[config.mk]
export PLATFORM = sky130hd
export DESIGN_NAME = bus_handover_ctrl
export DESIGN_NICKNAME = d
export VERILOG_FILES = /design/src/rtl/bho_pkg.sv /design/src/rtl/bho_prio.sv /design/src/rtl/bho_seq.sv /design/src/rtl/bho_oe.sv /design/src/rtl/bus_handover_ctrl.sv
export SDC_FILE = /design/constraint.sdc
export NUM_CORES = 1
export LEC_CHECK = 0
export CORE_MARGIN = 5
export CORE_UTILIZATION = 34
export DETAILED_ROUTE_END_ITERATION = 10
export PLACE_DENSITY = 0.91
export SYNTH_ARGS = -nofsm -noshare
export SYNTH_HDL_FRONTEND = slang
export SYNTH_SLANG_ARGS = --single-unit
[constraint.sdc]
create_clock -name clk_i -period 5.5 [get_ports clk_i]
set_input_delay 1.65 -clock clk_i [delete_from_list [all_inputs] [get_ports clk_i]]
set_output_delay 1.65 -clock clk_i [all_outputs]
set_load 0.01 [all_outputs]
[src/rtl/bho_pkg.sv]
package bho_pkg;
  typedef enum logic [2:0] {
    ST_IDLE    = 3'd0,
    ST_DRAIN   = 3'd1,
    ST_FLOAT   = 3'd2,
    ST_GRANT   = 3'd3,
    ST_RELEASE = 3'd4
  } hand_st_e;
endpackage

[src/rtl/bho_prio.sv]
module bho_prio #(
  parameter int N = 4
) (
  input  logic [N-1:0] act_i,
  output logic [N-1:0] win_o,
  output logic         any_o
);
  logic [N:0] seen;
  assign seen[0] = 1'b0;

  // lowest index wins
  for (genvar i = 0; i < N; i++) begin : g_chain
    assign win_o[i]    = act_i[i] & ~seen[i];
    assign seen[i+1]   = seen[i] | act_i[i];
  end

  assign any_o = seen[N];
endmodule

[src/rtl/bho_seq.sv]
module bho_seq
  import bho_pkg::*;
#(
  parameter int N = 4
) (
  input  logic         clk_i,
  input  logic         rst_ni,
  input  logic         pend_i,
  input  logic         hold_act_i,
  input  logic         quiet_i,
  input  logic [N-1:0] win_i,
  output logic         stall_o,
  output logic         dis_o,
  output logic         hold_ack_o,
  output logic [N-1:0] grant_o
);
  hand_st_e st_q, st_d;
  logic [N-1:0] win_q;

  always_comb begin
    st_d = st_q;
    unique case (st_q)
      ST_IDLE:    if (pend_i) st_d = ST_DRAIN;
      ST_DRAIN: begin
        if (!pend_i)      st_d = ST_IDLE;
        else if (quiet_i) st_d = ST_FLOAT;
      end
      ST_FLOAT:   st_d = ST_GRANT;
      ST_GRANT:   if (!hold_act_i) st_d = ST_RELEASE;
      ST_RELEASE: st_d = ST_IDLE;
      default:    st_d = ST_IDLE;
    endcase
  end

  always_ff @(posedge clk_i or negedge rst_ni) begin
    if (!rst_ni) begin
      st_q  <= ST_IDLE;
      win_q <= '0;
    end else begin
      st_q <= st_d;
      if (st_q == ST_DRAIN && st_d == ST_FLOAT) win_q <= win_i;
      else if (st_q == ST_RELEASE)              win_q <= '0;
    end
  end

  assign stall_o    = (st_q != ST_IDLE);
  assign dis_o      = (st_q == ST_FLOAT) || (st_q == ST_GRANT);
  assign hold_ack_o = (st_q == ST_GRANT) || (st_q == ST_RELEASE);
  assign grant_o    = win_q & {N{hold_ack_o}};

  AST_FLOAT_AT_BOUNDARY: assert property (@(posedge clk_i) disable iff (!rst_ni)
    $rose(dis_o) |-> $past(quiet_i)) else $error("float off boundary");
  AST_ACK_AFTER_FLOAT: assert property (@(posedge clk_i) disable iff (!rst_ni)
    $rose(hold_ack_o) |-> $past(dis_o)) else $error("ack before float");
  AST_RESTORE_BEFORE_DROP: assert property (@(posedge clk_i) disable iff (!rst_ni)
    $fell(dis_o) |-> hold_ack_o) else $error("ack dropped with float");
  AST_DROP_AFTER_RESTORE: assert property (@(posedge clk_i) disable iff (!rst_ni)
    $fell(hold_ack_o) |-> $past(!dis_o)) else $error("ack dropped while floated");
endmodule

[src/rtl/bho_oe.sv]
module bho_oe #(
  parameter int W = 8
) (
  input  logic         dis_i,
  output logic [W-1:0] oe_o
);
  assign oe_o = {W{~dis_i}};
endmodule

[src/rtl/bus_handover_ctrl.sv]
module bus_handover_ctrl #(
  parameter int N_REQ  = 4,
  parameter int ADDR_W = 24,
  parameter int DOUT_W = 8,
  parameter int STAT_W = 7,
  parameter int CTRL_W = 5
) (
  input  logic              clk_i,
  input  logic              rst_ni,
  input  logic [N_REQ-1:0]  req_ni,
  input  logic              hold_ni,
  input  logic              hold_mask_i,
  input  logic              sync_i,
  input  logic              rd_strb_i,
  input  logic              wr_strb_i,
  output logic              stall_o,
  output logic              hold_ack_o,
  output logic [N_REQ-1:0]  grant_o,
  output logic [ADDR_W-1:0] addr_oe_o,
  output logic [DOUT_W-1:0] dout_oe_o,
  output logic [STAT_W-1:0] stat_oe_o,
  output logic [CTRL_W-1:0] ctrl_oe_o,
  output logic              mwrt_oe_o
);
  logic [N_REQ-1:0] win;
  logic any_req, pend, quiet, dis;

  bho_prio #(.N(N_REQ)) u_prio (.act_i(~req_ni), .win_o(win), .any_o(any_req));

  assign pend  = !hold_ni && !hold_mask_i && any_req;
  assign quiet = !(sync_i || rd_strb_i || wr_strb_i);

  bho_seq #(.N(N_REQ)) u_seq (
    .clk_i(clk_i), .rst_ni(rst_ni), .pend_i(pend), .hold_act_i(!hold_ni),
    .quiet_i(quiet), .win_i(win), .stall_o(stall_o), .dis_o(dis),
    .hold_ack_o(hold_ack_o), .grant_o(grant_o)
  );

  bho_oe #(.W(ADDR_W)) u_oe_addr (.dis_i(dis),  .oe_o(addr_oe_o));
  bho_oe #(.W(DOUT_W)) u_oe_dout (.dis_i(dis),  .oe_o(dout_oe_o));
  bho_oe #(.W(STAT_W)) u_oe_stat (.dis_i(dis),  .oe_o(stat_oe_o));
  bho_oe #(.W(CTRL_W)) u_oe_ctrl (.dis_i(dis),  .oe_o(ctrl_oe_o));
  // write strobe driver is never part of the control group
  bho_oe #(.W(1))      u_oe_mwrt (.dis_i(1'b0), .oe_o(mwrt_oe_o));

  AST_NO_START_MASKED: assert property (@(posedge clk_i) disable iff (!rst_ni)
    (!stall_o && hold_mask_i) |=> !stall_o) else $error("start while masked");
  AST_GRANT_ONEHOT: assert property (@(posedge clk_i) disable iff (!rst_ni)
    hold_ack_o |-> $onehot(grant_o)) else $error("grant not one-hot");
  AST_GRANT_STABLE: assert property (@(posedge clk_i) disable iff (!rst_ni)
    (hold_ack_o && $past(hold_ack_o)) |-> $stable(grant_o)) else $error("grant moved");
endmodule

# [After elaboration in Yosys (flattened, before gate mapping)]
# Index checks and enable logic that the tools add are counted.
[word_totals] ff_bits=7 out_inout_bits=51 wordCells=38
[classes] n_eq_ne=5 mux=7 bitwise=12 n_reduce_logical=12
[ops] op="two-way mux 3 bit" count=4
[ops] op="case mux 3 bit (4 select lines)" count=1
[ops] op="== test 3 x 2 -> 1 bit (second input constant)" count=3
[ops] op="two-way mux 4 bit" count=2
[ops] op="AND 4 bit" count=1
[ops] op="logical OR 1 bit" count=4
[ops] op="inverter 1 bit" count=4
[ops] op="inverter 4 bit" count=1
[ops] op="AND 1 bit" count=3
[ops] op="== test 3 x 1 -> 1 bit (second input constant)" count=1
[ops] op="== test 3 bit (second input constant)" count=1
[ops] op="logical AND 1 bit" count=3
[ops] op="logical NOT 3 bit" count=1
[ops] op="bitwise OR 1 bit" count=3
[ops] op="nonzero test 3 bit" count=1
[ops] op="logical NOT 1 bit" count=2
[ops] op="nonzero test 2 bit" count=1

# [Depth between registers and ports, before layout]
# Gate-level depths: netlist of run 1.
[logic_depth] word_depth=10 mapped_depth=3 mapped_depth_nobuf=3

# [Cells and area by module]
# A second synthesis of run 1 with hierarchy kept.
[hier_totals] cells_unflattened=97 area_unflattened_um2=774.5
[modules_own_cells] mod="bho_seq" n_inst=1 cells_each=39 area_each_um2=372.9 seq_area_each_um2=175.2
[modules_own_cells] mod="bho_oe (u_oe_addr)" n_inst=1 cells_each=24 area_each_um2=176.4 seq_area_each_um2=0.0
[modules_own_cells] mod="bho_oe (u_oe_dout)" n_inst=1 cells_each=8 area_each_um2=56.3 seq_area_each_um2=0.0
[modules_own_cells] mod="bho_oe (u_oe_stat)" n_inst=1 cells_each=7 area_each_um2=48.8 seq_area_each_um2=0.0
[modules_own_cells] mod="bus_handover_ctrl" n_inst=1 cells_each=8 area_each_um2=45.0 seq_area_each_um2=0.0
[modules_own_cells] mod="bho_prio" n_inst=1 cells_each=5 area_each_um2=37.5 seq_area_each_um2=0.0
[modules_own_cells] mod="bho_oe (u_oe_ctrl)" n_inst=1 cells_each=5 area_each_um2=33.8 seq_area_each_um2=0.0
[modules_own_cells] mod="bho_oe (u_oe_mwrt)" n_inst=1 cells_each=1 area_each_um2=3.8 seq_area_each_um2=0.0

# [Least setup slack after synthesis of run 1]
# No wires, ideal clock.
[synth_timing] kind="register -> output" from="reg u_seq.st_q[2]" to="out grant_o[0]" arrival_time_ns=2.141 setup_slack_ns=1.709 stages_incl_launch_ff=4 n_path_buf=0 path_cell_list="dfrtp_1 -> nand2b_1 -> o21ai_0 -> and2_1"
[synth_between] elab_chain_cells=3
[synth_rtl] item="from (decl)" line_no="bho_seq.sv:17" text="hand_st_e st_q, st_d;"
[synth_rtl] item="from (signal assigned)" line_no="bho_seq.sv:40" text="st_q <= st_d;"
[synth_rtl] item="== test 3 x 2 -> 1 bit or == test 3 bit (tied branches)" line_no="bho_seq.sv:48" text="assign hold_ack_o = (st_q == ST_GRANT) || (st_q == ST_RELEASE);"
[synth_rtl] item="logical OR 1 bit (*)" line_no="bho_seq.sv:48"
[synth_rtl] item="via hold_ack_o" line_no="bus_handover_ctrl.sv:17" text="output logic hold_ack_o,"
[synth_rtl] item="AND 4 bit (*)" line_no="bho_seq.sv:49" text="assign grant_o = win_q & {N{hold_ack_o}};"
[synth_rtl] item="to (decl)" line_no="bus_handover_ctrl.sv:18" text="output logic [N_REQ-1:0] grant_o,"
# Mark *: on every way through the listed nets, which the timed path passes. The rest lies on a longest branch.

# [Worst setup path after layout of run 1]
[layout_timing] from="reg u_seq.st_q[2]" to="out grant_o[3]"
[layout_between] elab_chain_cells=3
[layout_rtl] item="== test 3 x 2 -> 1 bit or == test 3 bit (tied branches)" line_no="bho_seq.sv:48"
[layout_rtl] item="logical OR 1 bit (*)" line_no="bho_seq.sv:48"
[layout_rtl] item="AND 4 bit (*)" line_no="bho_seq.sv:49"
# Every way passes the cells marked *; elsewhere a longest branch is shown, timed or not.

==> results.toml, run 1 <==
[synthesis]
synth_top_family_by_area = "buffers and inverters"
yosysSeqAreaShare_pct = 23.7
synth_adder_area_share_pct = 0
synth.avg_cell_area_um2 = 8.58
synth-simple-area-share_pct = 23.4
synth_edf_count = 0
yosysWarnings = 0
netlist-cell-type-count = 22
syn-cell-area_um2 = 738
synth_xor_area_share_pct = 0
synth_top_area_share_pct = 44.7
yosys-mux-area-fraction_pct = 4.07
yosysTopAreaCell = "buf_4"
netlist_top_cells_count = "buf_4 (44), dfrtp_1 (7), nand2_1 (6)"
yosysMostFrequentCell = "buf_4"
synth.area.top_cells = "buf_4 (45%), dfrtp_1 (24%), mux2i_1 (4.1%)"
synth_compound_area_share_pct = 3.05
ys.flop_type = "dfrtp_1"
ys_ff_latch = 7
syn_nets = 97
synth-async-reset-ratio_pct = 100
syn_inst = 86

[detailed_routing]
ant_nets = 0
first_iter_violations = 16
drc = 0
dr.pass1.iters = 5
vias = 597
wl_per_cell_um = 12.3
detail_route.vias_per_cell = 4.46
finalWirelength_um = 1650

[power]
vdd_drop_max_v = 0.000162
p_leak_nw = 0.443
power_mw = 0.226
p_per_area_mw_per_mm2 = 210

[clock_tree]
cts_tree = "built"
clockBufferDepth = 2
ctsResizeCount = 0
clkTransAtPathRegs_ps = 50
holdBufCountCts = 0
ctsRootBufferMaster = "clkbuf_4"
numCtsBuffers = 3
h-tree-depth = 1
post_cts_buffers = 0
clk_latency_ps = 260
cts.sinks = 7

[sta]
rsz0062_at_grt = "false"
hold_viol = 0
finalClockSkew_ps = 3.77
clock.fmax_ghz = 0.259
post-route-period-util_pct = 70.1
final.setup.tns_ps = 0
setup_viol = 0
slew_violations = 0
period_needed_ps = 3850

[grt]
globalRoute.totalOverflow = 0
grt_pass1_vias = 518
grt_util_met1_pct = 7.82
met3_usage_pct = 3.44
antenna_found_initial = 0
track_usage_pct = 9.38
grt_pass1_wl_um = 2350
use_met2_pct = 18.5
grt_max_degree = 46
busiest_layer = "met2"

[worst_setup_path]
crit_path_max_fanout = 8
timing.rr.end = "u_seq.win_q[2]"
end_kind = "output port"
critPathLaunchType = "flop"
critPathArrivalTime_ps = 2200
setup.worst_path.class = "flop to output port"
r2r_cells = 3
r2r_slack_ps = 3840
required_ps = 3850
reg2reg_from = "u_seq.st_q[0]"

[layout]
area_growth_pct = 45.8
insertedDiodeCount = 0
drive_gt1_share_pct = 7.48
nets = 119
fillers = 168

[placed_design]
hpwl_um = 1340
gp_congestion = 0.792
place.port_buffers = 60

[floorplan]
dieArea_mm2 = 0.00320
die_y_um = 56.6
initial_core_util_pct = 36.5
ios = 62
die-width_um = 56.6
core_area_mm2 = 0.00202
rows = 16

[run_status]
run_status = "finished, final reports clean"

[worst_hold_path]
hp-start = "u_seq.win_q[1]"
holdPathStages = 2
min_path_type = "flop to flop"
hold_path_end = "u_seq.win_q[1]"

[flow_run]
cap_viol_max_count = 0
[cells by family after synthesis]
group,after synthesis
buf+inv,45
flops,7
mux,3
compound gates,4
simple gates,26
other cells,1
[critical path, stage by stage, from the launching register on]
cell             delay, ps
dfrtp_1                480
or3b_2                 530
o21ai_0                190
and2_1                 200
clkdlybuf4s50_1        540
[worst max-delay path by stage]
stage | slack, ps | to | start | depth (start not counted)
after floorplan | 1710 | grant_o[0] | u_seq.st_q[2] | 3
after global placement | 1990 | grant_o[3] | u_seq.st_q[2] | 4
after detailed placement | 1950 | grant_o[0] | u_seq.st_q[2] | 4
after CTS | 1670 | grant_o[3] | u_seq.st_q[2] | 4
after global routing | 1580 | grant_o[3] | u_seq.st_q[2] | 4
final | 1650 | grant_o[3] | u_seq.st_q[2] | 4
[power by group]
group	internal (mW)	leakage, nW	switching (mW)
logic	0.0602	0.344	0.0436
clock network	0.0278	0.0150	0.0214
registers	0.0654	0.0837	0.00763
[area by class of cell]
| type | count | area (um^2) | area share [%] |
|---|---|---|---|
| clock buffer | 4 | 26.3 | 2.44 |
| multi-input combinational | 34 | 229 | 21.3 |
| tap | 27 | 33.8 | 3.14 |
| inverter | 1 | 3.75 | 0.349 |
| sequential | 7 | 175 | 16.3 |
| timing repair buffer | 61 | 608 | 56.5 |
[sequential cells by signal, summed over array words and instances, names as in the netlist]
register and count:
u_seq.win_q 4, u_seq.st_q 3
[routing by layer]
metal / vias up / part of all wire [%]
li1: 283 / -
met1: 270 / 36
met2: 41 / 51
met3: 3 / 12
met4: 0 / 1.5
met5: - / 0
[through the flow]
step	cell area, um^2	utilization [%]	setup slack, ps	instances	hold slack (ps)
global route	1080	53.2	1580	134	554
finish	1080	53.2	1650	134	527
global placement	1050	51.9	1990	130	521
CTS	1080	53.2	1670	134	530
floorplan	738	-	1710	86	494
detailed placement	1050	51.9	1950	130	522
[placed cells by master, fill, tap and decap left out, drive strengths merged]
| cell | n |
|---|---|
| nand3b | 2 |
| o21ai | 1 |
| mux2i | 3 |
| inv | 1 |
| nand3 | 2 |
| nor2 | 1 |
| clkdlybuf4s50 | 60 |
| a21oi | 2 |
| nand2 | 6 |
| or4b | 1 |
| or3b | 1 |
| and2 | 4 |
| nand4 | 1 |
| nand2b | 2 |
| a22oi | 1 |
| or3 | 2 |
| clkbuf | 4 |
| nor3 | 2 |
| or4 | 1 |
| buf | 1 |
| nor4b | 1 |
| dfrtp | 7 |
| conb | 1 |
Power figures use the tool's default switching activity.
==> run 2: changes to the inputs <==
--- a/config.mk
+++ b/config.mk
@@ -6,9 +6,9 @@
 export NUM_CORES = 1
 export LEC_CHECK = 0
 export CORE_MARGIN = 5
-export CORE_UTILIZATION = 34
+export CORE_UTILIZATION = 32
 export DETAILED_ROUTE_END_ITERATION = 10
-export PLACE_DENSITY = 0.91
+export PLACE_DENSITY = 0.86
 export SYNTH_ARGS = -nofsm -noshare
 export SYNTH_HDL_FRONTEND = slang
 export SYNTH_SLANG_ARGS = --single-unit
==> constraint.sdc (replaced) <==
create_clock -name clk_i -period 3.7 [get_ports clk_i]
set_input_delay 1.11 -clock clk_i [delete_from_list [all_inputs] [get_ports clk_i]]
set_output_delay 1.11 -clock clk_i [all_outputs]
set_load 0.01 [all_outputs]
==> run 2 against run 1 <==
- non-clock buffer count stayed put
- sequential share of layout area hardly changed
- first-iteration DRC count stayed put
- final cell count is 0.75% higher
- largest power group unchanged
- clock skew is 0.58 ps lower
- sequential cell count stayed put
- via count is 0.34% higher
- clock power is 43% higher
- critical endpoint is now grant_o[1]
==> results.toml, run 2 (synthesis gave the netlist of run 1 again) <==
[run_status]
run_status = "finished, final reports clean"

[grt]
grt_pass1_vias = 556
grt_pass1_wl_um = 2420
antenna_found_initial = 0
grt_max_degree = 46
globalRoute.totalOverflow = 0
track_usage_pct = 9.40

[detailed_routing]
wl_per_cell_um = 12.7
finalWirelength_um = 1710
vias = 599
dr.pass1.iters = 4
detail_route.vias_per_cell = 4.44
ant_nets = 0
drc = 0
first_iter_violations = 16

[worst_setup_path]
path_cells = "or3b_2 -> o21ai_0 -> and2_1 -> clkdlybuf4s50_1"
crit_path_max_fanout = 8
critPathArrivalTime_ps = 2220
required_ps = 2590
cp_slowest_cell = "clkdlybuf4s50_1"
end_kind = "output port"
crit_start = "u_seq.st_q[2]"
r2r_cells = 3
cpPeakStageDelay_ps = 540
critPathLaunchType = "flop"
setup.worst_path.class = "flop to output port"
crit_end = "grant_o[1]"
r2r_slack_ps = 2020
timing.rr.end = "u_seq.win_q[3]"
reg2reg_from = "u_seq.st_q[0]"

[power]
switching_power_mw = 0.105
vdd_drop_max_v = 0.000233
clockPowerShare_pct = 21.1
p_leak_nw = 0.443
p_comb_share_pct = 45.8
swShare_pct = 31.6
pwr-share-seq_pct = 33.1
p_per_area_mw_per_mm2 = 310
intPower_mw = 0.228

[layout]
largest_reg_flops = 4
regMostFlops = "u_seq.win_q"
mostFrequentLayoutCells = "clkdlybuf4s50_1 (60), dfrtp_1 (7), nand2_1 (6)"
area_growth_pct = 45.9
final_common_cell = "clkdlybuf4s50_1"
insertedDiodeCount = 0
final_util_pct = 48.7
nets = 119
drive_gt1_share_pct = 7.48
reg_top3 = "u_seq.win_q (4), u_seq.st_q (3)"

[clock_tree]
cts.sinks = 7
holdBufCountCts = 0
clk_latency_ps = 250
clockBufferDepth = 2
ctsRootBufferMaster = "clkbuf_4"
clkTransAtPathRegs_ps = 50
numCtsBuffers = 3
h-tree-depth = 1
cts_tree = "built"
ctsResizeCount = 0
post_cts_buffers = 0

[sta]
finalClockSkew_ps = 3.19
clock.fmax_ghz = 0.300
worst_slack_ps = 369
setup_viol = 0
slew_violations = 0
period_needed_ps = 3330
rsz0062_at_grt = "false"
final.setup.tns_ps = 0
hold_viol = 0
post-route-period-util_pct = 90.0

[worst_hold_path]
min_path_type = "flop to flop"

[floorplan]
die_y_um = 58.0
die-width_um = 58.0
dieArea_mm2 = 0.00337
rows = 17
initial_core_util_pct = 33.4
ios = 62
core_area_mm2 = 0.00221

[placed_design]
gp_congestion = 0.768
hpwl_um = 1390
dp_slack_ps = 678
place.port_buffers = 60

[flow_run]
cap_viol_max_count = 0
## run 2: cell counts in the layout (fill, tap and decap cells not counted)
No cell type changed its count.
## run 2: per-stage QoR
step	hold slack [ps]	total power, mW	std cells	area, um^2
after detailed placement	517	0.266	131	1050
final	521	0.333	135	1080
after floorplan	494	0.214	86	738
after CTS	525	0.336	135	1080
after global routing	554	0.355	135	1080
after global placement	522	0.262	131	1050
## run 2: metal layers
layer  vias to the layer above  routed length [um]  GRT usage [%]
met2                        49                 818           19.0
met5                         -                   0              0
met4                         0                  35           3.97
met3                         8                 238           3.79
li1                        279                   -              -
met1                       263                 616           7.76
## run 2: worst min path at each step
stage	slack (ps)	start	cells past startpoint	end
4_1_cts	530	u_seq.win_q[2]	2	u_seq.win_q[2]
5_1_grt	550	u_seq.win_q[0]	2	u_seq.win_q[0]
3_5_place_dp	520	u_seq.win_q[2]	2	u_seq.win_q[2]
6_report	520	u_seq.win_q[2]	2	u_seq.win_q[2]
3_3_place_gp	520	u_seq.win_q[0]	2	u_seq.win_q[0]
2_1_floorplan	490	u_seq.win_q[0]	2	u_seq.win_q[0]
## run 2: critical path: cells and delay by family (launching register included)
family	cells	cell delay, ps
and+or+nand+nor	2	730
buffers and inverters	1	540
DFF	1	480
AOI/OAI and AO/OA	1	210
## run 2: layout make-up
cell class / instances / area [um^2]
Timing Repair Buffer: 61 / 608
Tap cell: 28 / 35.0
Clock buffer: 4 / 26.3
Multi-Input combinational cell: 34 / 229
Fill cell: 204 / 1130
Inverter: 1 / 3.75
Sequential cell: 7 / 175
## run 2: power groups by stage
| stage | sequential, mW | clock, mW | combinational (mW) |
|---|---|---|---|
| after floorplan | 0.106 | 0 | 0.108 |
| after global placement | 0.110 | 0 | 0.153 |
| after detailed placement | 0.111 | 0 | 0.155 |
| after CTS | 0.110 | 0.0714 | 0.155 |
| after global routing | 0.112 | 0.0772 | 0.166 |
| final | 0.110 | 0.0704 | 0.153 |
==> run 3: changes to the inputs <==
--- a/config.mk
+++ b/config.mk
@@ -6,9 +6,10 @@
 export NUM_CORES = 1
 export LEC_CHECK = 0
 export CORE_MARGIN = 5
-export CORE_UTILIZATION = 32
+export CORE_UTILIZATION = 33
 export DETAILED_ROUTE_END_ITERATION = 10
-export PLACE_DENSITY = 0.86
+export PLACE_DENSITY = 0.87
 export SYNTH_ARGS = -nofsm -noshare
 export SYNTH_HDL_FRONTEND = slang
+export SYNTH_HIERARCHICAL = 1
 export SYNTH_SLANG_ARGS = --single-unit
==> run 3 against run 2 <==
- power rose by 25%
- area after synthesis rose by 4.9%
- core utilization rose by 1.3 points
- largest cell class unchanged
==> results.toml, run 3 <==
[synthesis]
syn_nets = 108
ys.flop_type = "dfrtp_1"
synth-async-reset-ratio_pct = 100
syn_inst = 97
yosysSeqAreaShare_pct = 22.6
synth.area.top_cells = "buf_4 (40%), dfrtp_1 (23%), inv_1 (7.8%)"
netlist-cell-type-count = 21
synth_edf_count = 0
ys_ff_latch = 7
yosysWarnings = 6
syn-cell-area_um2 = 774
synth_top_area_share_pct = 39.7
netlist_top_cells_count = "buf_4 (41), inv_1 (16), dfrtp_1 (7)"
synth.avg_cell_area_um2 = 7.98
yosysMostFrequentCell = "buf_4"
yosysTopAreaCell = "buf_4"

[worst_setup_path]
r2r_cells = 2
r2r_slack_ps = 2370
setup.worst_path.class = "flop to output port"
critPathLaunchType = "flop"
crit_path_max_fanout = 7
timing.rr.end = "u_seq/win_q[2]"
end_kind = "output port"
critPathArrivalTime_ps = 2050
reg2reg_from = "u_seq/st_q[1]"
required_ps = 2590

[sta]
worstMarginPinSlew_ps = 566
hold_viol = 0
clock.fmax_ghz = 0.316
slew_headroom_pct = 62.2
slew_violations = 0
setup_viol = 0
final.setup.tns_ps = 0
rsz0062_at_grt = "false"
finalClockSkew_ps = 0.539
post-route-period-util_pct = 85.5
period_needed_ps = 3160

[worst_hold_path]
hp-start = "u_seq/st_q[2]"
min_path_type = "flop to flop"
holdPathStages = 1
hold_path_end = "u_seq/st_q[0]"

[grt]
busiest_layer = "met2"
track_usage_pct = 10.9
use_met2_pct = 20.9
antenna_found_initial = 0
globalRoute.totalOverflow = 0
grt_max_degree = 25
grt_pass1_vias = 594
grt_pass1_wl_um = 2820
met3_usage_pct = 1.32
grt_util_met1_pct = 10.7

[clock_tree]
clkTransAtPathRegs_ps = 50
ctsResizeCount = 0
cts.sinks = 7
ctsRootBufferMaster = "clkbuf_4"
numCtsBuffers = 3
clk_latency_ps = 250
holdBufCountCts = 0
clockBufferDepth = 2
cts_tree = "built"
post_cts_buffers = 0
h-tree-depth = 1

[floorplan]
dieArea_mm2 = 0.00342
ios = 62
die_y_um = 58.4
rows = 17
initial_core_util_pct = 34.7
core_area_mm2 = 0.00223
die-width_um = 58.4

[power]
swShare_pct = 34.0
switching_power_mw = 0.142
p_leak_nw = 0.513
vdd_drop_max_v = 0.000170
p_comb_share_pct = 55.1
pwr-share-seq_pct = 28.0
clockPowerShare_pct = 16.9
intPower_mw = 0.275
p_per_area_mw_per_mm2 = 373

[detailed_routing]
finalWirelength_um = 1860
wl_per_cell_um = 12.6
dr.pass1.iters = 4
detail_route.vias_per_cell = 4.01
first_iter_violations = 8
ant_nets = 0
drc = 0
vias = 589

[run_status]
run_status = "finished, final reports clean"

[placed_design]
place.port_buffers = 60
hpwl_um = 1540
place_area_mm2 = 0.00109
gp_congestion = 0.798

[layout]
mostFrequentLayoutCells = "clkdlybuf4s50_1 (60), inv_1 (16), dfrtp_1 (7)"
regMostFlops = "u_seq/win_q"
largest_reg_flops = 4
final_common_cell = "clkdlybuf4s50_1"
nets = 131
area_growth_pct = 44.3
design_area_mm2 = 0.00112
insertedDiodeCount = 0
drive_gt1_share_pct = 5.04
fillers = 225
reg_top3 = "u_seq/win_q (4), u_seq/st_q (3)"

[flow_run]
cap_viol_max_count = 0
## run 3: worst max-delay path: stages (launching register included)
cell and delay, ps:
dfrtp_1 440, or3b_1 450, o21ai_1 210, and2_1 180, clkdlybuf4s50_1 530
## run 3: power by group through the flow
stage               combinational [mW]  clock (mW)  sequential, mW
detailed placement               0.231           0           0.119
floorplan                        0.157           0           0.114
global route                     0.247      0.0771           0.122
global placement                 0.226           0           0.118
finish                           0.230      0.0703           0.117
CTS                              0.235      0.0732           0.118
## run 3: how the worst max path moves through the flow
stage                  startpoint             to  slack, ps  cells after the start
finish              u_seq/st_q[1]     grant_o[2]        540                      4
global route        u_seq/st_q[2]  addr_oe_o[19]        400                      4
CTS                 u_seq/st_q[1]     grant_o[2]        510                      4
detailed placement  u_seq/st_q[1]     grant_o[2]        800                      4
global placement    u_seq/st_q[1]     grant_o[0]        870                      4
floorplan           u_seq/st_q[1]     grant_o[0]       1320                      3
## run 3: kinds of logic after synthesis
logic type             count (synthesis)  share of synthesized area [%]
buffers and inverters                 58                           49.0
and+or+nand+nor                       23                           19.2
DFF                                    7                           22.6
muxes                                  5                           6.46
AOI/OAI and AO/OA                      3                           2.26
other                                  1                          0.484
## run 3: per-stage QoR
| step | cells | setup WS, ps | total power, mW | utilization [%] | hold slack, ps |
|---|---|---|---|---|---|
| 2_1_floorplan | 97 | 1320 | 0.271 | - | 464 |
| 5_1_grt | 147 | 399 | 0.446 | 50.0 | 557 |
| 3_3_place_gp | 143 | 872 | 0.344 | 48.9 | 500 |
| 3_5_place_dp | 143 | 799 | 0.350 | 48.9 | 513 |
| 4_1_cts | 147 | 509 | 0.425 | 50.0 | 525 |
| 6_report | 147 | 536 | 0.417 | 50.0 | 527 |
## run 3: area by class of cell
cell class / count / area (um^2) / area share (%)
tap: 28 / 35.0 / 3.14
timing repair buffer: 60 / 601 / 53.8
sequential: 7 / 175 / 15.7
multi-input combinational: 32 / 220 / 19.7
inverter: 16 / 60.1 / 5.38
clock buffer: 4 / 26.3 / 2.35
## run 3: per-layer routing
metal	wire, um	vias to the layer above
li1	-	298
met1	631	273
met2	1170	16
met3	35	2
met4	19	0
met5	0	-
